## src/rtl/twdog_pkg.sv

```systemverilog
package twdog_pkg;

    localparam int CNT_W  = 64;
    localparam int WORD_W = 32;
    localparam int ADDR_W = 12;

    localparam logic [ADDR_W-1:0] A_CTRL   = 12'h000;
    localparam logic [ADDR_W-1:0] A_OFS_LO = 12'h008;
    localparam logic [ADDR_W-1:0] A_OFS_HI = 12'h00C;
    localparam logic [ADDR_W-1:0] A_CMP_LO = 12'h010;
    localparam logic [ADDR_W-1:0] A_CMP_HI = 12'h014;
    localparam logic [ADDR_W-1:0] A_IDENT  = 12'hFCC;

    typedef struct packed {
        logic             en;
        logic             ws0;
        logic             ws1;
        logic [CNT_W-1:0] ofs;
        logic [CNT_W-1:0] cmp;
    } wd_state_t;

    typedef struct packed {
        logic ctrl;
        logic ofs_lo;
        logic ofs_hi;
        logic cmp_lo;
        logic cmp_hi;
        logic refresh;
    } wd_wstrb_t;

    function automatic int ofs_width(input int ver);
        return (ver == 1) ? 48 : 32;
    endfunction

endpackage

```

## src/rtl/twdog_regdec.sv

```systemverilog
module twdog_regdec
    import twdog_pkg::*;
#(
    parameter bit HAS_OFS_HI = 1'b1
) (
    input  logic              bus_wr,
    input  logic              bus_frame,
    input  logic [ADDR_W-1:0] bus_addr,
    output wd_wstrb_t         wstrb
);

    logic cwr;
    assign cwr = bus_wr && !bus_frame;

    assign wstrb.ctrl    = cwr && (bus_addr == A_CTRL);
    assign wstrb.ofs_lo  = cwr && (bus_addr == A_OFS_LO);
    assign wstrb.cmp_lo  = cwr && (bus_addr == A_CMP_LO);
    assign wstrb.cmp_hi  = cwr && (bus_addr == A_CMP_HI);
    assign wstrb.refresh = bus_wr && bus_frame;

    generate
        if (HAS_OFS_HI) begin : g_hi
            assign wstrb.ofs_hi = cwr && (bus_addr == A_OFS_HI);
        end else begin : g_nohi
            assign wstrb.ofs_hi = 1'b0;
        end
    endgenerate

endmodule

```

## src/rtl/twdog_cmp.sv

```systemverilog
module twdog_cmp
    import twdog_pkg::*;
(
    input  logic             en,
    input  logic [CNT_W-1:0] cnt,
    input  logic [CNT_W-1:0] cmp,
    output logic             hit
);

    assign hit = en && (cnt >= cmp);

endmodule

```

## src/rtl/twdog_rdmux.sv

```systemverilog
module twdog_rdmux
    import twdog_pkg::*;
#(
    parameter int          VERSION    = 1,
    parameter logic [15:0] IDENT_CODE = 16'h0A5D
) (
    input  logic              bus_frame,
    input  logic [ADDR_W-1:0] bus_addr,
    input  wd_state_t         st,
    output logic [WORD_W-1:0] rdata
);

    localparam logic [3:0] VER4 = 4'(VERSION);

    always_comb begin
        rdata = '0;
        if (!bus_frame) begin
            case (bus_addr)
                A_CTRL:   rdata = {29'h0, st.ws1, st.ws0, st.en};
                A_OFS_LO: rdata = st.ofs[31:0];
                A_OFS_HI: rdata = st.ofs[63:32];
                A_CMP_LO: rdata = st.cmp[31:0];
                A_CMP_HI: rdata = st.cmp[63:32];
                A_IDENT:  rdata = {12'h000, VER4, IDENT_CODE};
                default:  rdata = '0;
            endcase
        end
    end

endmodule

```

## src/rtl/twdog_top.sv

```systemverilog
module twdog_top
    import twdog_pkg::*;
#(
    parameter int          VERSION    = 1,
    parameter logic [15:0] IDENT_CODE = 16'h0A5D
) (
    input  logic              clk,
    input  logic              rst_n,
    input  logic [63:0]       sys_cnt,
    input  logic              bus_wr,
    input  logic              bus_frame,
    input  logic [11:0]       bus_addr,
    input  logic [31:0]       bus_wdata,
    output logic [31:0]       bus_rdata,
    output logic              stage1_out,
    output logic              stage2_out
);

    localparam int               OFS_W      = ofs_width(VERSION);
    localparam logic [CNT_W-1:0] OFS_MASK   = (64'd1 << OFS_W) - 64'd1;
    localparam bit               HAS_OFS_HI = (OFS_W > WORD_W);

    wd_state_t        st_d, st_q;
    wd_wstrb_t        wstrb;
    logic             hit;
    logic             reload;
    logic [CNT_W-1:0] ofs_new;
    logic             en_q;

    twdog_regdec #(.HAS_OFS_HI(HAS_OFS_HI)) u_dec (
        .bus_wr    (bus_wr),
        .bus_frame (bus_frame),
        .bus_addr  (bus_addr),
        .wstrb     (wstrb)
    );

    twdog_cmp u_cmp (
        .en  (st_q.en),
        .cnt (sys_cnt),
        .cmp (st_q.cmp),
        .hit (hit)
    );

    twdog_rdmux #(.VERSION(VERSION), .IDENT_CODE(IDENT_CODE)) u_rd (
        .bus_frame (bus_frame),
        .bus_addr  (bus_addr),
        .st        (st_q),
        .rdata     (bus_rdata)
    );

    always_comb begin
        st_d    = st_q;
        ofs_new = st_q.ofs;
        if (wstrb.ofs_lo) ofs_new[31:0]  = bus_wdata;
        if (wstrb.ofs_hi) ofs_new[63:32] = bus_wdata;
        ofs_new  = ofs_new & OFS_MASK;
        st_d.ofs = ofs_new;
        reload   = wstrb.refresh || wstrb.ofs_lo || wstrb.ofs_hi;

        if (wstrb.ctrl)   st_d.en         = bus_wdata[0];
        if (wstrb.cmp_lo) st_d.cmp[31:0]  = bus_wdata;
        if (wstrb.cmp_hi) st_d.cmp[63:32] = bus_wdata;

        if (reload) begin
            st_d.ws0 = 1'b0;
            st_d.ws1 = 1'b0;
            st_d.cmp = sys_cnt + ofs_new;
        end else if (hit) begin
            if (!st_q.ws0) begin
                st_d.ws0 = 1'b1;
                st_d.cmp = sys_cnt + st_q.ofs;
            end else begin
                st_d.ws1 = 1'b1;
            end
        end
    end

    always_ff @(posedge clk or negedge rst_n) begin
        if (!rst_n) st_q <= '0;
        else        st_q <= st_d;
    end

    assign en_q       = st_q.en;
    assign stage1_out = st_q.ws0;
    assign stage2_out = st_q.ws1;

endmodule

```

## config.mk

```make
export PLATFORM = sky130hd
export DESIGN_NAME = twdog_top
export DESIGN_NICKNAME = d
export VERILOG_FILES = /design/src/rtl/twdog_pkg.sv /design/src/rtl/twdog_regdec.sv /design/src/rtl/twdog_cmp.sv /design/src/rtl/twdog_rdmux.sv /design/src/rtl/twdog_top.sv
export SDC_FILE = /design/constraint.sdc
export NUM_CORES = 1
export LEC_CHECK = 0
export BUFFER_PORTS_ARGS = -buffer_cell sky130_fd_sc_hd__buf_2
export CORE_MARGIN = 1.5
export CORE_UTILIZATION = 42
export DETAILED_ROUTE_END_ITERATION = 10
export PLACE_DENSITY = 0.65
export SYNTH_ARGS = -nofsm -noshare
export SYNTH_HDL_FRONTEND = slang
export SYNTH_HIERARCHICAL = 1
export SYNTH_SLANG_ARGS = --single-unit
export TNS_END_PERCENT = 5
```

## constraint.sdc

```tcl
create_clock -name clk -period 3.6 [get_ports clk]
set_input_delay 0.72 -clock clk [delete_from_list [all_inputs] [get_ports clk]]
set_output_delay 0.72 -clock clk [all_outputs]
set_load 0.01 [all_outputs]
```

Yosys cells after proc, flatten, opt, wreduce, memory -nomap -nowiden

Cells that the tools add are included.

Register bits: 115
Input port bits: 112
Output and inout bits: 34

Add/sub/neg operators: 2
Magnitude comparators: 1
Equal/unequal tests: 5
Mux-type cells: 12
Reductions and logical operators: 15

Operators by type and width:

| kind                                                                    | count |
|---|---|
| 64-bit 2-to-1 mux                                                       | 3 |
| 32-bit case mux with 6 select lines                                     | 1 |
| 64-bit by 48-bit adder with 64-bit output                               | 2 |
| 32-bit 2-to-1 mux                                                       | 4 |
| 64-bit >= comparator                                                    | 1 |
| 12-bit by 4-bit equality test with 1-bit output (second input constant) | 2 |
| 12-bit by 5-bit equality test with 1-bit output (second input constant) | 2 |
| 16-bit 2-to-1 mux                                                       | 1 |
| 12-bit equality test (second input constant)                            | 1 |
| 12-bit logical NOT                                                      | 1 |
| 1-bit logical AND                                                       | 8 |
| 2-bit 2-to-1 mux                                                        | 2 |
| 2-bit nonzero test                                                      | 2 |
| 1-bit logical OR                                                        | 2 |
| 2-bit AND reduction                                                     | 1 |
| 1-bit logical NOT                                                       | 1 |
| 1-bit 2-to-1 mux                                                        | 1 |

Longest topological paths before layout

Word-level depth: 7
Depth in mapped cells: 17
Gate-level depth less buffers: 15

Hierarchy

Netlist, hierarchy kept.

By module, submodules not included:

| module       | instances | cells an instance | area an instance (µm²) | seq. area each (µm²) |
|---|---|---|---|---|
| twdog_top    | 1         | 1351              | 11526.1                | 2877.8 |
| twdog_cmp    | 1         | 228               | 1604.0                 | 0.0 |
| twdog_rdmux  | 1         | 174               | 1348.8                 | 0.0 |
| twdog_regdec | 1         | 14                | 107.6                  | 0.0 |

Worst setup path after synthesis

OpenSTA, ideal clock, no wires.

Kind: input-to-reg
From: input bus_addr[9]
To: register st_q[52] (netlist bit)
Arrival: 4943 ps
Required time: 3476 ps
Path slack: -1466 ps
Stages: 16
Cell sequence: or4_4 > nor4_1 > clkbuf_1 > clkbuf_1 > mux2_2 > fa_1 > a211oi_2 > o21ai_1 > a211oi_1 > a211oi_1 > nor3_2 > nor3_1 > a211oi_4 > nor2_1 > xor2_1 > a211o_1

RTL lines:

| item                 | line            | text |
|---|---|---|
| start, declared      | twdog_top.sv:12 | `input logic [11:0] bus_addr,` |
| end signal, assigned | twdog_top.sv:80 | `else st_q <= st_d;` |
| end, declared        | twdog_top.sv:23 | `wd_state_t st_d, st_q;` |

==> run_results.csv <==
group,metric,value,unit
floorplanning,die_area,35860,µm²
critical_path,reg2reg_to,"st_q[55]",
critical_path,path_cells,"buf_6 -> or4_4 -> nor4_4 -> buf_6 -> mux2_4 -> ha_4 -> fa_2 -> a211oi_4 -> o21ai_2 -> a211oi_2 -> a211oi_2 -> nor3_4 -> nor3_4 -> a211oi_4 -> buf_6 -> buf_6 -> nand2_4 -> a21o_1 -> a32oi_1",
clocking,post_cts_hold_buffer_count,0,
critical_path,slowest_delay,0.55,ns
grt,grt_use_met2,54.45,%
synthesis,ys_ff_latch,115,
critical_path,cp.required,3.95,ns
floorplanning,dieHeight,189.4,µm
status,violations,"negative setup slack",
critical_path,start_kind,"input pin",
routing,wirelength,64230,µm
routing,vias,16910,
timing,finalCritPeriodShare,128.4,%
critical_path,end_kind,"flip-flop",
layout,most-common-layout-cells,"buf_4 (447), a21oi_1 (150), buf_2 (143)",
clocking,clk_pin_slew,0.06,ns
synthesis,synthCells,1767,
clocking,cts_max_path_buffers,2,
synthesis,synth_cell_types,106,
timing,clock-skew-final,0.01360,ns
grt,met3_usage,4.801,%
grt,grt_overflow,0,
synthesis,synth_top_family_by_area,"compound AO/OA/AOI/OAI gates",
hold_path,hold_class,"in -> async",
pwr,p_per_area,237.5,nW/µm²
timing,drv_slew,0,
synthesis,synthXorXnorAreaFrac,5.524,%
synthesis,synthAdderAreaFrac,14.00,%
floorplanning,chipWidth,189.4,µm
grt,busiest_layer,"met2",
place,numPortBuffers,145,
layout,layout_commonest_cell,"buf_4",
grt,grt_pass1_vias,16250,
critical_path,crit_start,"bus_addr[10]",
timing,worst_pin_slew,0.8856,ns
synthesis,synth_compound_area_share,26.32,%
critical_path,crit_arrival,4.98,ns
synthesis,syn_area,14590,µm²
timing,fmax,216.4,MHz
synthesis,synth-edff-count,0,
critical_path,crit_buf_inv,4,
timing,slew_headroom,40.74,%
clocking,clk_latency,0.45,ns
critical_path,r2r-start,"st_q[15]",
synthesis,yosys_warnings,6,
critical_path,crit_family,"compound AO/OA/AOI/OAI gates",
critical_path,endpoint,"st_q[54]",
critical_path,cpMostUsedCell,"buf_6",
grt,antenna_found_initial,1,
synthesis,synth_ff_type,"dfrtp_1",
place,place_ws,-1.570,ns
synthesis,synthMuxAreaShare,12.27,%
clocking,cts_sinks,115,
grt,grt_max_degree,65,
synthesis,synth_top_area_share,19.73,%
routing,drtPass1Iterations,6,
critical_path,r2r_setup_slack,-0.41,ns
place,dpl.hpwl,51120,µm
timing,hold_violations,0,
synthesis,synthTopCellsByArea,"dfrtp_1 (20%), ha_1 (14%), mux2_2 (8.0%)",
floorplanning,rows,68,
routing,via_per_inst,6.047,
pwr,static-leakage-power,0.009907,µW
layout,fillCellCount,3074,
pwr,max-vdd-ir-drop,301.5,µV
synthesis,synth_top_cell_by_area,"dfrtp_1",
timing,rsz0062_at_grt,"yes",
critical_path,rr_worst_depth,14,
grt,grt.met1_usage,48.65,%
synthesis,synthArstFlopShare,100.0,%
critical_path,critPathKind,"in -> reg",
grt,grt_pass1_wl,94390,µm
timing,setup_viol,58,
layout,area_growth,41.81,%
clocking,cts_max_level,4,
critical_path,slowest_stage,"or4_4",
critical_path,cp_max_fo,5,
floorplanning,io_pins,146,
clocking,cts_tree,"yes",
layout,diodes,0,
synthesis,synthSimpleGateAreaFrac,16.45,%
grt,grt.total_usage,34.73,%
pwr,power,4913,µW
synthesis,synth_seq_area_share,19.73,%
timing,layout_min_cycle_time,4.622,ns
flow_run,max-cap-violations,0,
timing,tns,-37.43,ns
place,finalWeightedCongestion,1.016,
routing,drc_errors,0,
clocking,cts-root-buf,"clkbuf_16",
layout,layout-drive-gt1-share,38.73,%
floorplanning,core,34370,µm²
status,outcome,"complete, but fails checks",
critical_path,crit_cells,19,
timing,setup_ws,-1.022,ns
routing,ant_nets,0,
routing,dr.first_iter.drc_count,1682,
timing,hold_ws,0.3737,ns
layout,nets,2604,
clocking,cts_buffers,17,
layout,post-route-util,60.18,%
floorplanning,initial_core_util,42.44,%
routing,avgRoutedWirePerCell,22.96,µm
synthesis,avgSynthCellArea,8.255,µm²
stage by stage:
| stage | area [µm²] | cells |
|---|---|---|
| 2_1_floorplan | 14750 | 1782 |
| 3_3_place_gp | 19150 | 2751 |
| 3_5_place_dp | 19150 | 2751 |
| 4_1_cts | 19990 | 2789 |
| 5_1_grt | 20680 | 2797 |
| 6_report | 20680 | 2797 |
logic make-up after synthesis:
| group | after synthesis |
|---|---|
| and+or+nand+nor | 484 |
| DFF | 115 |
| buffers and inverters | 179 |
| xor gates and xnor gates | 92 |
| AOI/OAI and AO/OA | 568 |
| adders and majority gates | 162 |
| other | 1 |
| muxes | 166 |
cell type report:
type / instances / area [µm²] / area share [%]
clock buffer: 21 / 470.5 / 2.274
clock inverter: 10 / 155.1 / 0.7501
inverter: 92 / 345.3 / 1.669
multi-input combinational: 1488 / 11770 / 56.88
sequential: 115 / 2878 / 13.91
tap: 455 / 569.3 / 2.752
timing repair buffer: 616 / 4501 / 21.76
worst min path at each step:
stage,slack [ns],to,start
floorplan,0.42,en_q,rst_n
global placement,0.55,stage2_out,stage2_out
detailed placement,0.54,st_q[92],st_q[92]
CTS,0.41,st_q[1],rst_n
global route,0.43,st_q[1],rst_n
finish,0.37,st_q[1],rst_n
synthesized netlist by cell type, types with 7 or more instances:
library cell,instances
nand2b_1,8
o21a_1,12
buf_2,10
nor2_1,142
a221oi_1,10
a21oi_1,166
a31oi_1,18
nor3b_1,8
o211ai_1,13
dfrtp_1,115
nand4_1,26
o21bai_1,18
nand3_1,34
nor4_1,12
a211oi_1,44
nor2b_1,19
a22oi_1,26
or3_1,11
o2111ai_1,7
a21o_1,49
xnor2_1,58
o21ai_1,16
and3_1,15
ha_1,160
nor3_1,32
inv_1,92
nand2_1,128
mux2_2,103
o221ai_1,8
xor2_1,34
mux2i_1,63
o31ai_1,9
o21ai_0,88
clkbuf_1,54
layer usage:
| metal | wire length, µm | up-vias |
|---|---|---|
| li1 | - | 7701 |
| met1 | 28180 | 8239 |
| met5 | 0 | - |
| met2 | 28480 | 826 |
| met3 | 5272 | 148 |
| met4 | 2290 | 0 |
sequential cells by signal (all words and copies together) (netlist names):
| name | count |
|---|---|
| st_q | 112 |
| en_q | 1 |
| stage1_out | 1 |
| stage2_out | 1 |
what timing repair did:
item | CTS | global route
pin swaps | 7 | 60
gates cloned | 0 | 1
endpoints found under the setup margin | 62 | 68
resized for setup | 24 | 112
buffers inserted | 7 | 7
power by group:
part,internal (µW),switching (µW)
sequential,1390,136
combinational,692,815
clock,1200,680
total,3280,1630
Note: power is estimated with default switching activity, not from simulation.
